--- config.mk ---
export PLATFORM = sky130hd
export DESIGN_NAME = txstart_seq
export DESIGN_NICKNAME = d
export VERILOG_FILES = /design/src/rtl/txs_pkg.sv /design/src/rtl/txs_trig_detect.sv /design/src/rtl/txs_ramp_timer.sv /design/src/rtl/txstart_seq.sv
export SDC_FILE = /design/constraint.sdc
export NUM_CORES = 1
export LEC_CHECK = 0
export BUFFER_PORTS_ARGS = -buffer_cell sky130_fd_sc_hd__buf_2
export CAP_MARGIN = 20
export CELL_PAD_IN_SITES_DETAIL_PLACEMENT = 1
export CELL_PAD_IN_SITES_GLOBAL_PLACEMENT = 1
export CORE_MARGIN = 4
export CORE_UTILIZATION = 36
export DETAILED_ROUTE_END_ITERATION = 7
export GPL_ROUTABILITY_DRIVEN = 0
export PLACE_DENSITY = 0.83
export SKIP_LAST_GASP = 1
export SYNTH_ARGS = -nofsm -noshare
export SYNTH_HDL_FRONTEND = slang
export SYNTH_SLANG_ARGS = --single-unit
--- constraint.sdc ---
create_clock -name clk -period 1.64 [get_ports clk]
set_input_delay 0.164 -clock clk [delete_from_list [all_inputs] [get_ports clk]]
set_output_delay 0.164 -clock clk [all_outputs]
set_load 0.05 [all_outputs]
--- src/rtl/txs_pkg.sv ---
package txs_pkg;
  typedef enum logic [1:0] {
    ST_OFF  = 2'd0,
    ST_PLL  = 2'd1,
    ST_ARET = 2'd2,
    ST_BUSY = 2'd3
  } txs_state_e;

  typedef enum logic [1:0] {
    PH_RAMP = 2'd0,
    PH_RUN  = 2'd1,
    PH_DOWN = 2'd2
  } txs_phase_e;

  localparam int CMD_START = 2;
  localparam int CMD_OFF   = 8;
  localparam int CMD_PLL   = 9;
  localparam int CMD_ARET  = 25;
endpackage

--- src/rtl/txs_trig_detect.sv ---
module txs_trig_detect #(
  parameter int CMD_W = 5
) (
  input  logic             clk,
  input  logic             rst,
  input  logic             pin,
  input  logic             cmd_wr,
  input  logic [CMD_W-1:0] cmd_code,
  output logic             trig,
  output logic             go_off,
  output logic             go_pll,
  output logic             go_aret
);
  import txs_pkg::*;

  logic pin_q;

  always_ff @(posedge clk) begin
    if (rst) pin_q <= 1'b0;
    else     pin_q <= pin;
  end

  always_comb begin
    trig    = (pin && !pin_q) || (cmd_wr && cmd_code == CMD_W'(CMD_START));
    go_off  = cmd_wr && cmd_code == CMD_W'(CMD_OFF);
    go_pll  = cmd_wr && cmd_code == CMD_W'(CMD_PLL);
    go_aret = cmd_wr && cmd_code == CMD_W'(CMD_ARET);
  end
endmodule

--- src/rtl/txs_ramp_timer.sv ---
module txs_ramp_timer #(
  parameter int PA_DLY  = 128,
  parameter int MOD_DLY = 256
) (
  input  logic clk,
  input  logic rst,
  input  logic start,
  output logic pa_hit,
  output logic mod_hit
);
  localparam int CNT_W = $clog2(MOD_DLY + 1);
  localparam logic [CNT_W-1:0] PA_LAST  = CNT_W'(PA_DLY - 1);
  localparam logic [CNT_W-1:0] MOD_LAST = CNT_W'(MOD_DLY - 1);

  logic [CNT_W-1:0] cnt;
  logic             active;

  always_ff @(posedge clk) begin
    if (rst) begin
      cnt    <= '0;
      active <= 1'b0;
    end else if (start) begin
      cnt    <= '0;
      active <= 1'b1;
    end else if (active) begin
      cnt <= cnt + 1'b1;
      if (cnt == MOD_LAST) active <= 1'b0;
    end
  end

  assign pa_hit  = active && (cnt == PA_LAST);
  assign mod_hit = active && (cnt == MOD_LAST);

  p_mod_once_r6: assert property (@(posedge clk) disable iff (rst)
    mod_hit |=> !mod_hit);
endmodule

--- src/rtl/txstart_seq.sv ---
module txstart_seq #(
  parameter int PA_DLY  = 128,
  parameter int MOD_DLY = 256,
  parameter int PWR_W   = 4,
  parameter int CMD_W   = 5
) (
  input  logic             clk,
  input  logic             rst,
  input  logic             slp_tx_pin,
  input  logic             cmd_wr,
  input  logic [CMD_W-1:0] cmd_code,
  input  logic [PWR_W-1:0] pwr_in,
  input  logic             frame_done,
  output logic [1:0]       state_code,
  output logic             pa_buf_en,
  output logic             pa_en,
  output logic             mod_start,
  output logic             trig_err,
  output logic [PWR_W-1:0] pa_pwr
);
  import txs_pkg::*;

  txs_state_e state_q, ret_q;
  txs_phase_e phase_q;
  logic trig, go_off, go_pll, go_aret;
  logic pa_hit, mod_hit, idle_ok, launch;

  txs_trig_detect #(.CMD_W(CMD_W)) trig_i (
    .clk(clk), .rst(rst), .pin(slp_tx_pin), .cmd_wr(cmd_wr),
    .cmd_code(cmd_code), .trig(trig), .go_off(go_off),
    .go_pll(go_pll), .go_aret(go_aret)
  );

  assign idle_ok = (state_q == ST_PLL) || (state_q == ST_ARET);
  assign launch  = trig && idle_ok;

  txs_ramp_timer #(.PA_DLY(PA_DLY), .MOD_DLY(MOD_DLY)) timer_i (
    .clk(clk), .rst(rst), .start(launch),
    .pa_hit(pa_hit), .mod_hit(mod_hit)
  );

  always_ff @(posedge clk) begin
    if (rst) begin
      state_q   <= ST_OFF;
      ret_q     <= ST_OFF;
      phase_q   <= PH_RAMP;
      pa_buf_en <= 1'b0;
      pa_en     <= 1'b0;
      mod_start <= 1'b0;
      trig_err  <= 1'b0;
      pa_pwr    <= '0;
    end else begin
      mod_start <= 1'b0;
      if (state_q == ST_BUSY) begin
        if (trig) trig_err <= 1'b1;
        case (phase_q)
          PH_RAMP: begin
            if (pa_hit) pa_en <= 1'b1;
            if (mod_hit) begin
              mod_start <= 1'b1;
              phase_q   <= PH_RUN;
            end
          end
          PH_RUN: begin
            if (frame_done) begin
              pa_en   <= 1'b0;
              phase_q <= PH_DOWN;
            end
          end
          default: begin
            pa_buf_en <= 1'b0;
            state_q   <= ret_q;
            phase_q   <= PH_RAMP;
          end
        endcase
      end else begin
        pa_pwr <= pwr_in;
        if (trig) begin
          if (idle_ok) begin
            state_q   <= ST_BUSY;
            ret_q     <= state_q;
            phase_q   <= PH_RAMP;
            pa_buf_en <= 1'b1;
          end else begin
            trig_err <= 1'b1;
          end
        end else if (go_off) state_q <= ST_OFF;
        else if (go_pll)     state_q <= ST_PLL;
        else if (go_aret)    state_q <= ST_ARET;
      end
    end
  end

  assign state_code = state_q;

  p_busy_on_trig_r3: assert property (@(posedge clk) disable iff (rst)
    launch |=> state_q == ST_BUSY);
  p_pa_needs_buf_r5: assert property (@(posedge clk) disable iff (rst)
    pa_en |-> pa_buf_en);
  p_buf_leads_r5: assert property (@(posedge clk) disable iff (rst)
    $rose(pa_buf_en) |-> !pa_en);
  p_mod_pulse_r6: assert property (@(posedge clk) disable iff (rst)
    mod_start |=> !mod_start);
  p_mod_with_pa_r6: assert property (@(posedge clk) disable iff (rst)
    mod_start |-> (pa_en && pa_buf_en));
  p_err_sticky_r7: assert property (@(posedge clk) disable iff (rst)
    trig_err |=> trig_err);
  p_pa_off_first_r8: assert property (@(posedge clk) disable iff (rst)
    $fell(pa_buf_en) |-> !$past(pa_en));
  p_pwr_hold_r9: assert property (@(posedge clk) disable iff (rst)
    (state_q == ST_BUSY && $past(state_q) == ST_BUSY) |-> $stable(pa_pwr));
  p_busy_has_buf_r2: assert property (@(posedge clk) disable iff (rst)
    (state_code == 2'd3) |-> pa_buf_en);
endmodule

## Yosys cells after proc, flatten, opt, wreduce, memory -nomap -nowiden

Index checks and enable logic that the tools add are counted.
Widths: inputs -> output; s select.

- Register bits: 25
- Bits in latches: 0
- Memory bits (writable): 0
- Memory bits (read-only): 0
- Bits of input ports: 14
- Output and inout bits: 10
- Word-level logic and storage cells: 84
- Memories: 0

- Add/subtract/negate cells: 1
- Multipliers: 0
- Div/mod/pow operators: 0
- Magnitude comparators: 0
- Equal/unequal tests: 17
- Shift operators: 0
- Muxes and demuxes: 28
- Bitwise logic cells: 2
- Reductions and logical operators: 25

Operator list:

| cell | number |
|---|---|
| $mux 2 | 12 |
| $mux 1 | 14 |
| $eq 5x4->1 const B | 2 |
| $add 9x1->9 const B | 1 |
| $eq 9x7->1 const B | 1 |
| $eq 9x8->1 const B | 1 |
| $reduce_and 3->1 | 3 |
| $logic_and 1x1->1 | 8 |
| $reduce_and 4->1 | 2 |
| $ne 2x2->1 const B | 3 |
| $ne 3x3->1 const B | 2 |
| $reduce_bool 2->1 | 3 |
| $eq 5x2->1 const B | 1 |
| $eq 5x5->1 const B | 1 |
| $reduce_bool 5->1 | 1 |
| $eq 2x1->1 const B | 2 |
| $eq 2x2->1 const B | 2 |
| $pmux 2 s2 | 1 |
| $reduce_or 2->1 | 2 |
| $ne 3x1->1 const B | 1 |
| $reduce_or 3->1 | 1 |
| $logic_not 2->1 | 1 |
| $logic_or 1x1->1 | 2 |
| $ne 2x1->1 const B | 1 |
| 4 further kinds | 5 |

## Depth between registers and ports, before layout

Gate-level depths: netlist (run 1).

- Depth in word-level cells: 7
- Gate-level depth with buffers: 7
- Mapped depth without buffers: 7

## By module

A second synthesis (run 1) with hierarchy kept.

- Cells, all modules: 136
- Area total of the unflattened synthesis: 1234.9 um2

Modules (own cells, without submodules):

| module | times used | cells each | area an instance (um2) | sequential area each (um2) |
|---|---|---|---|---|
| txstart_seq | 1 | 73 | 673.1 | 280.3 |
| txs_ramp_timer | 1 | 53 | 465.4 | 200.2 |
| txs_trig_detect | 1 | 10 | 96.3 | 20.0 |

## Worst setup path after synthesis (run 1)

No wires, ideal clock.

- Kind: reg-to-reg
- From: register state_q[0], in the netlist state_code[0]
- To: register timer_i.cnt[8]
- Library setup time: 0.079 ns
- Data arrival time: 1.926 ns
- Required time: 1.561 ns
- Setup slack: -0.365 ns
- Stages on the path, launching flop included: 8
- Path buffers: 1
- Clock period less this slack: 2.005 ns
- Cells stage by stage: dfxtp_1 inv_1 ha_1 and3b_1 a21oi_1 nand2b_1 buf_2 a211oi_2

- Longest elaborated chain between the ends: 4
- Elaborated cells on any way between the ends: 5
- Those cells by class: eq/ne (2); reduce/logical (3)

Ends and longest elaborated chain:

| element | line | text |
|---|---|---|
| start: declaration | txstart_seq.sv:23 | `txs_state_e state_q, ret_q;` |
| start signal: assignment | txstart_seq.sv:72 | `state_q <= ret_q;` |
| $eq 2x1->1 / $eq 2x2->1 (equally long branches) | txstart_seq.sv:34 | `assign idle_ok = (state_q == ST_PLL) \|\| (state_q == ST_ARET);` |
| $logic_or 1x1->1 * | txstart_seq.sv:34 |  |
| $logic_and 1x1->1 * | txstart_seq.sv:35 | `assign launch = trig && idle_ok;` |
| $reduce_or 2->1 (no source line) * | -- |  |
| end signal: assignment | txs_ramp_timer.sv:26 | `cnt <= cnt + 1'b1;` |
| end: declaration | txs_ramp_timer.sv:15 | `logic [CNT_W-1:0] cnt;` |

Every way passes the cells marked *; elsewhere a longest branch is shown, timed or not.
A chain may end at the register's enable or synchronous reset.

## Worst setup path after layout (run 1)

- From: register timer_i.cnt[4]
- To: register phase_q[0]

- Longest elaborated chain between the ends: 4

Ends and longest elaborated chain:

| element | line | text |
|---|---|---|
| $eq 9x8->1 | txs_ramp_timer.sv:32 | `assign mod_hit = active && (cnt == MOD_LAST);` |
| $logic_and 1x1->1 | txs_ramp_timer.sv:32 |  |
| $ne 3x3->1 (no source line) | -- |  |
| $reduce_and 4->1 (no source line) | -- |  |
| end signal: assignment | txstart_seq.sv:46 | `phase_q <= PH_RAMP;` |
| end signal: assignment | txstart_seq.sv:61 | `phase_q <= PH_RUN;` |
| end signal: assignment | txstart_seq.sv:67 | `phase_q <= PH_DOWN;` |
| end: declaration | txstart_seq.sv:24 | `txs_phase_e phase_q;` |

No other way between the ends.

==> results of run 1 <==
worst max path at each step:
stage / end / slack (ns) / start
2_1_floorplan: timer_i.cnt[8] / -0.02 / state_code[0]
3_3_place_gp: timer_i.cnt[8] / -0.06 / state_code[0]
3_5_place_dp: timer_i.cnt[8] / -0.15 / state_code[0]
4_1_cts: phase_q[0] / -0.03 / timer_i.cnt[5]
5_1_grt: state_code[1] / -0.10 / state_code[0]
6_report: phase_q[0] / -0.03 / timer_i.cnt[4]
synth_stat cells:
master	n
a2111o_1	1
a211oi_1	1
a211oi_2	2
a21o_2	2
a21oi_1	8
a21oi_2	1
a221o_1	1
a311o_1	1
a311oi_1	1
a31o_2	1
a31oi_1	1
and2b_1	2
and2b_2	1
and3_1	1
and3b_1	1
and3b_2	1
and4_1	2
buf_2	3
clkbuf_1	2
dfxtp_1	25
ha_1	4
inv_1	7
inv_2	1
mux2i_1	7
nand2_1	5
nand2b_1	5
nand3_1	4
nand4_1	2
nand4bb_1	1
nor2_1	16
nor2b_1	2
nor3b_2	1
nor3b_4	1
nor4_1	2
nor4bb_1	1
o21ai_0	5
o21bai_1	1
o31a_1	1
or4_1	1
xnor2_1	1
xor2_1	6
state kept, by name (all words and copies together), names as in the netlist:
signal          count
timer_i.cnt         9
pa_pwr              4
phase_q             2
ret_q               2
state_code          2
mod_start           1
pa_buf_en           1
pa_en               1
timer_i.active      1
trig_err            1
trig_i.pin_q        1
cell type report:
type | instances | area, um^2 | share of cell area (%)
Clock buffer | 4 | 26.3 | 1.63
Inverter | 8 | 32.5 | 2.02
Multi-Input combinational cell | 94 | 753 | 46.7
Sequential cell | 25 | 515 | 31.9
Tap cell | 44 | 55.1 | 3.41
Timing Repair Buffer | 38 | 231 | 14.3
worst max-delay path: stages (launching register included):
cell      delay, ns
dfxtp_2        0.35
and4_1         0.22
and4_1         0.18
ha_2           0.18
nand2_2        0.06
a31o_2         0.21
a2111o_1       0.30
a21oi_2        0.12
per-layer routing:
layer | track usage, % | vias up | share of wire (%)
met2 | 30.1 | 24 | 50
met4 | 4.57 | 0 | 0.94
li1 | - | 542 | -
met3 | 3.91 | 4 | 4.4
met5 | 0 | - | 0
met1 | 19.1 | 539 | 44
cell families (layout without fill, tap and decap cells):
family | after synthesis | after routing | synth area share, %
multiplexers | 7 | 7 | 5.73
XOR/XNOR | 7 | 7 | 5.01
AND/OR/NAND/NOR | 49 | 49 | 24.0
buffers and inverters | 13 | 50 | 4.29
flip-flops | 25 | 25 | 40.9
adder cells (fa/ha/maj) | 4 | 4 | 4.09
AO/OA/AOI/OAI | 27 | 27 | 16.0
per-stage QoR:
stage          setup TNS, ns  area [um^2]  utilization, %  hold slack [ns]  worst slack [ns]
6_report             -0.0283         1610            51.2           0.0753           -0.0283
5_1_grt               -0.291         1610            51.2           0.0526            -0.102
4_1_cts              -0.0627         1550            49.0           0.0662           -0.0344
3_5_place_dp          -0.720         1490            47.1            0.413            -0.152
3_3_place_gp         -0.0552         1490            47.1            0.395           -0.0552
2_1_floorplan        -0.0155         1250               -            0.292           -0.0155
repair_timing:
action	4_1_cts	5_1_grt
pin swaps	3	3
resized for setup	6	13
hold buffers	0	0
endpoints found under the setup margin	12	16
setup buffers	1	2
where the power goes:
part | switching (mW) | leakage (nW) | total (mW) | internal [mW]
clock | 0.177 | 0.0150 | 0.272 | 0.0951
combinational | 0.126 | 0.433 | 0.206 | 0.0798
sequential | 0.0122 | 0.208 | 0.636 | 0.624
total | 0.315 | 0.656 | 1.11 | 0.799
==> metrics.md, run 1 <==
| Metric | Value |
|---|---|
| Outcome | finished, violations left |
| Failing checks | negative setup slack |
| Worst Path Arrival | 1.93 ns |
| Starting Density | 38.8% |
| Mapped cell area | 1220 um^2 |
| First-pass GRT wire length | 5.64 mm |
| Number of CTS-inserted buffers | 3 |
| Rows | 20 |
| Max Clock Freq | 599 MHz |
| Worst Setup Slack, final | -0.0283 ns |
| Setup Skew | 0.00385 ns |
| Vias per cell | 5.21 |
| Largest net degree at the start of global routing | 20 |
| Hold Path Sink | pa_pwr[1] |
| Crit Path Category | reg -> reg |
| Register bit total from synthesis | 25 |
| Synth unique cells | 41 |
| Vias in the first global route | 1218 |
| Max FO, Critical Path | 2 |
| Syn_nets | 150 |
| Period utilization | 102% |
| DRC | 0 |
| Post-Layout Cell Count | 213 |
| Worst r2r src | timer_i.cnt[4] |
| P_leak | 0.656 nW |
| DR iter-0 viols | 41 |
| Post-synthesis sequential area ratio | 40.9% |
| Worst Tran Pin Value | 0.347 ns |
| Port Buffers | 23 |
| Clock Latency Late Sink | 0.31 ns |
| Commonest non-fill, non-tap cell in the layout | buf_2 |
| TritonCTS clock tree | done |
| Remaining antenna violation count | 0 |
| Antenna violations before repair | 0 |
| Total gr overflow | 0 |
| Final setup viols | 1 |
| Top post-synthesis cells by area | dfxtp_1 (41%), mux2i_1 (5.7%), nor2_1 (4.9%) |
| Power Density | 690 nW/um^2 |
| Die area | 4400 um^2 |
| Max-slew headroom | 76.8% |
| Tot GR Track Use | 16.6% |
| Die X | 66.3 um |
| Post-DP HPWL | 2.49 mm |
| Clock Tree Root | clkbuf_4 |
| IR drop worst, VDD | 394 uV |
| Minimum clock period after layout | 1.67 ns |
| Worst Hold Class | in -> reg |
| Max-slew violation count | 0 |
| Vias | 1109 |
| Critical path startpoint category | flip-flop |
| Initial DRT Pass Iterations | 4 |
| Crit end category | flip-flop |
| R2r endpoint | phase_q[0] |
| Synth Instances | 132 |
| Worst reg-to-reg setup slack | -0.03 ns |
| Routed WL per cell | 15.4 um |
| Max-Cap Viols | 0 |
| Avg Cell Area, Syn | 9.27 um^2 |
| H-tree depth | 1 |
| Core Box Area | 3150 um^2 |
| Layout area overhead | 31.9% |
| Commonest cells after routing, fill and taps aside | buf_2 (23), dfxtp_1 (17), nor2_1 (16) |
| Final Total Pwr | 1.11 mW |
| Share of post-route cells with drive strength above 1 | 42.6% |
| Maximum clock path buffer count | 2 |
| # placed instances | 206 |
| Routed WL | 3.29 mm |
| Die Y | 66.3 um |
| Worst path required time | 1.90 ns |
| Io pins | 24 |
| Top cell type's share of synthesized area | 40.9% |
| CTS clk-pin slew, worst paths | 0.13 ns |
| Fill count | 384 |
| N_diodes | 0 |
| Largest area contributor in the netlist | dfxtp_1 |
| RSZ-0062 raised after global routing | true |
| Endpoints failing hold | 0 |
| CTS Sinks | 25 |
| Hold Crit Start | pwr_in[1] |
| WHS Path Cells | 3 |
| Final nets | 188 |
| Warnings from Yosys | 0 |
| Reg2Reg Depth | 7 |
(Power assumes the default switching activity.)
==> inputs of run 2 (changes only) <==
--- a/config.mk
+++ b/config.mk
@@ -9,7 +9,8 @@
 export CAP_MARGIN = 20
 export CELL_PAD_IN_SITES_DETAIL_PLACEMENT = 1
 export CELL_PAD_IN_SITES_GLOBAL_PLACEMENT = 1
-export CORE_MARGIN = 4
+export CORE_ASPECT_RATIO = 2
+export CORE_MARGIN = 2
 export CORE_UTILIZATION = 36
 export DETAILED_ROUTE_END_ITERATION = 7
 export GPL_ROUTABILITY_DRIVEN = 0
==> run 2 against run 1 <==
Against the previous run: the flow still finishes with violations (negative setup slack); power rose by 9.5%; final cell count decreased by 5.6%; core utilization fell by 2.5 points; critical path depth unchanged; die area shrank 11%; first-iteration DRC count shrank 85%; via count shrank 0.72%; sequential power is essentially flat; critical path type unchanged; critical endpoint unchanged; largest cell class unchanged; highest routed layer unchanged.
==> metrics.md, run 2 (synthesis results as in run 1) <==
| Metric | Value |
|---|---|
| Outcome | finished, violations left |
| Failing checks | negative setup slack |
| Worst Setup Slack, final | -0.0621 ns |
| Commonest non-fill, non-tap cell in the layout | buf_2 |
| Largest register FFs | 9 |
| Total gr overflow | 0 |
| Regs by FF count | timer_i.cnt (9), pa_pwr (4) |
| Power Density | 758 nW/um^2 |
| Post-DP HPWL | 2.24 mm |
| Endpoints failing hold | 0 |
| Max FO, Critical Path | 3 |
| # hold bufs at CTS | 0 |
| Clock Tree Root | clkbuf_8 |
| DR iter-0 viols | 6 |
| CP max-delay cell | dfxtp_2 |
| Routed WL | 3.08 mm |
| Core Box Area | 3300 um^2 |
| Die X | 45.2 um |
| Die area | 3910 um^2 |
| Worst path required time | 1.85 ns |
| N_diodes | 0 |
| P_leak | 0.660 nW |
| Worst path max stage delay | 0.37 ns |
| Crit Path Category | reg -> reg |
| Period utilization | 104% |
| Final Total Pwr | 1.22 mW |
| Setup Skew | 0.00756 ns |
| Worst Tran Pin Value | 0.445 ns |
| Layout area overhead | 31.5% |
| Minimum clock period after layout | 1.70 ns |
| IR drop worst, VDD | 686 uV |
| CTS Sinks | 25 |
| Worst Hold Class | in -> reg |
| Max-slew headroom | 70.3% |
| Final nets | 188 |
| DRC | 0 |
| Final setup viols | 1 |
| Max-Cap Viols | 0 |
| Routed WL per cell | 15.3 um |
| Remaining antenna violation count | 0 |
| Max Clock Freq | 588 MHz |
| Rows | 30 |
| Crit path top cell by count | ha_2 |
| H-tree depth | 1 |
| Maximum clock path buffer count | 2 |
| Most flops, register | timer_i.cnt |
| RSZ-0062 raised after global routing | true |
| Initial DRT Pass Iterations | 4 |
| Share of post-route cells with drive strength above 1 | 39.6% |
| Number of CTS-inserted buffers | 3 |
| Worst Path Arrival | 1.91 ns |
| Critical path startpoint category | flip-flop |
| CP cell instances | ha_2, and4_1, ha_2, nand2_2, a31o_2, a2111o_1, a21oi_1 |
| Largest net degree at the start of global routing | 20 |
| CTS clk-pin slew, worst paths | 0.09 ns |
| # placed instances | 195 |
| Io pins | 24 |
| Commonest cells after routing, fill and taps aside | buf_2 (23), dfxtp_1 (19), nor2_1 (16) |
| TritonCTS clock tree | done |
| Port Buffers | 23 |
| Post-Place Setup Slack | -0.0968 ns |
| Vias | 1101 |
| Post-Layout Cell Count | 201 |
| Tot GR Track Use | 17.0% |
| Crit end category | flip-flop |
| Worst reg-to-reg setup slack | -0.06 ns |
| Final design utilization | 48.7% |
| Antenna violations before repair | 0 |
| Vias in the first global route | 1180 |
| First-pass GRT wire length | 5.10 mm |
| Starting Density | 37.0% |
| Max-slew violation count | 0 |
| Vias per cell | 5.48 |
| Clock Latency Late Sink | 0.27 ns |
| Die Y | 86.5 um |
run 2: cell types whose count changed in the layout (fill, tap and decap cells not counted), sizes merged:
cell	delta
clkbuf	-1
clkinv	+1
run 2: worst max-delay path: cells and delay by family (launching register included):
family / cells / cell delay (ns)
flip-flops: 1 / 0.37
adder cells (fa/ha/maj): 2 / 0.38
AND/OR/NAND/NOR: 2 / 0.25
AO/OA/AOI/OAI: 3 / 0.63
run 2: final cells by class:
cell class                 count  area (um^2)
multi-input combinational     94          739
fill                         412         1690
inverter                       8         30.0
sequential                    25          513
timing repair buffer          38          240
clock inverter                 1         5.00
clock buffer                   3         41.3
tap                           32         40.0
run 2: path summary, 6_finish.rpt:
check	from	end	cells past startpoint
setup reg to reg	timer_i.cnt[0]	phase_q[0]	7
setup / recovery	timer_i.cnt[0]	phase_q[0]	7
hold / removal	pwr_in[1]	pa_pwr[1]	3
hold reg to reg	pa_en	pa_en	2
run 2: repair_timing:
item | CTS | global route
setup buffers | 1 | 1
pin swaps | 2 | 0
resized for setup | 5 | 5
setup endpoints to repair | 12 | 13
run 2: per-layer routing:
| metal | vias up | GRT usage, % | share of wire (%) |
|---|---|---|---|
| met5 | - | 0 | 0 |
| met4 | 0 | 4.55 | 0.46 |
| met3 | 2 | 2.92 | 3.6 |
| met2 | 23 | 29.7 | 54 |
| met1 | 535 | 20.4 | 42 |
| li1 | 541 | - | - |
run 2: power breakdown:
part | leakage, nW | internal, mW | switching [mW]
clock network | 0.0255 | 0.170 | 0.206
registers | 0.207 | 0.624 | 0.0147
logic | 0.428 | 0.0833 | 0.122
run 2: stage by stage:
stage | hold WS (ns) | setup TNS (ns) | cell area (um^2)
final | 0.120 | -0.0621 | 1610
after global routing | 0.131 | -0.645 | 1610
after floorplan | 0.292 | -0.0155 | 1250
after CTS | 0.124 | -0.0333 | 1580
after global placement | 0.394 | -0.0600 | 1490
after detailed placement | 0.405 | -0.683 | 1490
==> inputs of run 3 (changes only) <==
--- a/config.mk
+++ b/config.mk
@@ -10,11 +10,9 @@
 export CELL_PAD_IN_SITES_DETAIL_PLACEMENT = 1
 export CELL_PAD_IN_SITES_GLOBAL_PLACEMENT = 1
 export CORE_ASPECT_RATIO = 2
-export CORE_MARGIN = 2
 export CORE_UTILIZATION = 36
 export DETAILED_ROUTE_END_ITERATION = 7
-export GPL_ROUTABILITY_DRIVEN = 0
-export PLACE_DENSITY = 0.83
+export PLACE_DENSITY_LB_ADDON = 0.1
 export SKIP_LAST_GASP = 1
 export SYNTH_ARGS = -nofsm -noshare
 export SYNTH_HDL_FRONTEND = slang
==> run 3 against run 2 <==
Against the previous run: die area fell by 6.6%; critical path type unchanged; register-to-register slack hardly changed; global-route usage grew 2.2 points; sequential power barely moved; count of clock-buffer cells in the layout rose by 1; largest power group unchanged; combinational power decreased by 3%; clock power fell by 2%; the flow still finishes with violations (negative setup slack); setup slack improved by 0.0015 ns.
==> metrics.md, run 3 (synthesis results as in run 1) <==
| Metric | Value |
|---|---|
| Remaining antenna violation count | 0 |
| Die area | 3650 um^2 |
| Setup Skew | 0.00549 ns |
| Worst r2r src | timer_i.cnt[3] |
| DRC | 0 |
| TritonCTS clock tree | done |
| P_leak | 0.670 nW |
| Commonest non-fill, non-tap cell in the layout | buf_2 |
| Worst Hold Class | in -> reg |
| Reg power frac | 53.1% |
| Worst Setup Slack, final | -0.0606 ns |
| CP Capture Point | phase_q[0] |
| Sw Share | 27.4% |
| Worst Path Arrival | 1.91 ns |
| Vias | 1109 |
| Max-slew headroom | 72.2% |
| CTS clk-pin slew, worst paths | 0.09 ns |
| Routed WL per cell | 16.6 um |
| Share of post-route cells with drive strength above 1 | 42.1% |
| RSZ-0062 raised after global routing | true |
| Commonest cells after routing, fill and taps aside | buf_2 (23), dfxtp_1 (17), nor2_1 (16), buf_4 (16) |
| Max Clock Freq | 588 MHz |
| Crit Path Category | reg -> reg |
| Total gr overflow | 0 |
| Reg2Reg Depth | 7 |
| Finished Cell Area | 1610 um^2 |
| Placer Congestion | 0.796 |
| Starting Density | 38.3% |
| Clk pwr share | 30.5% |
| Port Buffers | 23 |
| Worst setup path startpoint | timer_i.cnt[3] |
| Max FO, Critical Path | 2 |
| Post-route setup TNS | -0.0606 ns |
| Tot GR Track Use | 19.2% |
| Post-Layout Cell Count | 202 |
| Post-DP Area | 1470 um^2 |
| P_int | 0.877 mW |
| Initial DRT Pass Iterations | 3 |
| Core Box Area | 3190 um^2 |
| CTS Sinks | 25 |
| Hold Slack | 0.125 ns |
| Worst reg-to-reg setup slack | -0.06 ns |
| Largest register FFs | 9 |
| Max-slew violation count | 0 |
| Max-Cap Viols | 0 |
| Worst path required time | 1.85 ns |
| Crit end category | flip-flop |
| H-tree depth | 1 |
| Worst Tran Pin Value | 0.417 ns |
| Endpoints failing hold | 0 |
| Logic gate share of total power | 16.4% |
| R2r endpoint | phase_q[0] |
| Clock Latency Late Sink | 0.27 ns |
| Final setup viols | 1 |
| Io pins | 24 |
| Die Y | 84.5 um |
| Die X | 43.2 um |
| Outcome | finished, violations left |
| Vias in the first global route | 1203 |
| Vias per cell | 5.49 |
| Final nets | 190 |
| Layout area overhead | 31.6% |
| Rows | 29 |
| IR drop worst, VDD | 547 uV |
| N_diodes | 0 |
| Antenna violations before repair | 0 |
| P_sw | 0.331 mW |
| Clock Tree Root | clkbuf_8 |
| Most flops, register | timer_i.cnt |
| Period utilization | 104% |
| Regs by FF count | timer_i.cnt (9), pa_pwr (4) |
| Power Density | 750 nW/um^2 |
| # placed instances | 193 |
| Number of CTS-inserted buffers | 3 |
| Minimum clock period after layout | 1.70 ns |
| Critical path startpoint category | flip-flop |
| Routed WL | 3.35 mm |
| First-pass GRT wire length | 5.44 mm |
| Post-DP HPWL | 2.57 mm |
| Maximum clock path buffer count | 2 |
| Failing checks | negative setup slack |
| Largest net degree at the start of global routing | 20 |
| DR iter-0 viols | 14 |
[run 3: cell type report]
class,instances,area (um^2)
well taps,31,38.8
flip-flops and latches,25,515
multi-input cells,94,734
inverters,8,30.0
repair buffers,40,246
fillers,393,1580
clock buffers,4,45.0
[run 3: what timing repair did]
action / 4_1_cts / 5_1_grt
hold buffers: 0 / 0
pin swaps: 2 / 3
buffers inserted: 2 / 3
resized for setup: 6 / 11
endpoints found under the setup margin: 14 / 15
[run 3: worst min path at each step]
stage | startpoint | endpoint | slack, ns | cells past startpoint
after CTS | pwr_in[0] | pa_pwr[0] | 0.13 | 3
after floorplan | slp_tx_pin | trig_i.pin_q | 0.29 | 1
after global placement | pwr_in[3] | pa_pwr[3] | 0.39 | 3
after detailed placement | slp_tx_pin | trig_i.pin_q | 0.41 | 2
final | pwr_in[2] | pa_pwr[2] | 0.13 | 3
after global routing | pwr_in[3] | pa_pwr[3] | 0.13 | 3
[run 3: worst max-delay path, cell delays in order, from the launching register on]
cell and delay (ns):
dfxtp_2 0.33, and4_1 0.20, and4_1 0.21, ha_2 0.19, nand2_2 0.06, a31o_2 0.22, a2111o_1 0.29, a21oi_1 0.14
[run 3: power by group through the flow]
stage / combinational, mW / sequential, mW / clock [mW]
after floorplan: 0.0817 / 0.691 / 0
after global placement: 0.170 / 0.653 / 0
after detailed placement: 0.177 / 0.655 / 0
after CTS: 0.182 / 0.641 / 0.373
after global routing: 0.215 / 0.644 / 0.396
final: 0.198 / 0.641 / 0.369
[run 3: stage by stage]
| step | util, % | worst slack [ns] | total power, mW |
|---|---|---|---|
| 5_1_grt | 50.4 | -0.133 | 1.25 |
| 4_1_cts | 48.5 | -0.0783 | 1.20 |
| 3_5_place_dp | 46.0 | -0.149 | 0.832 |
| 6_report | 50.4 | -0.0606 | 1.21 |
| 2_1_floorplan | - | -0.0155 | 0.773 |
| 3_3_place_gp | 46.0 | -0.133 | 0.823 |
[run 3: metal layers]
| layer | vias up | wire length, um | GRT usage [%] |
|---|---|---|---|
| li1 | 545 | - | - |
| met1 | 543 | 1120 | 18.2 |
| met2 | 17 | 2120 | 39.5 |
| met3 | 4 | 55 | 1.29 |
| met4 | 0 | 51 | 6.61 |
| met5 | - | 0 | 0 |
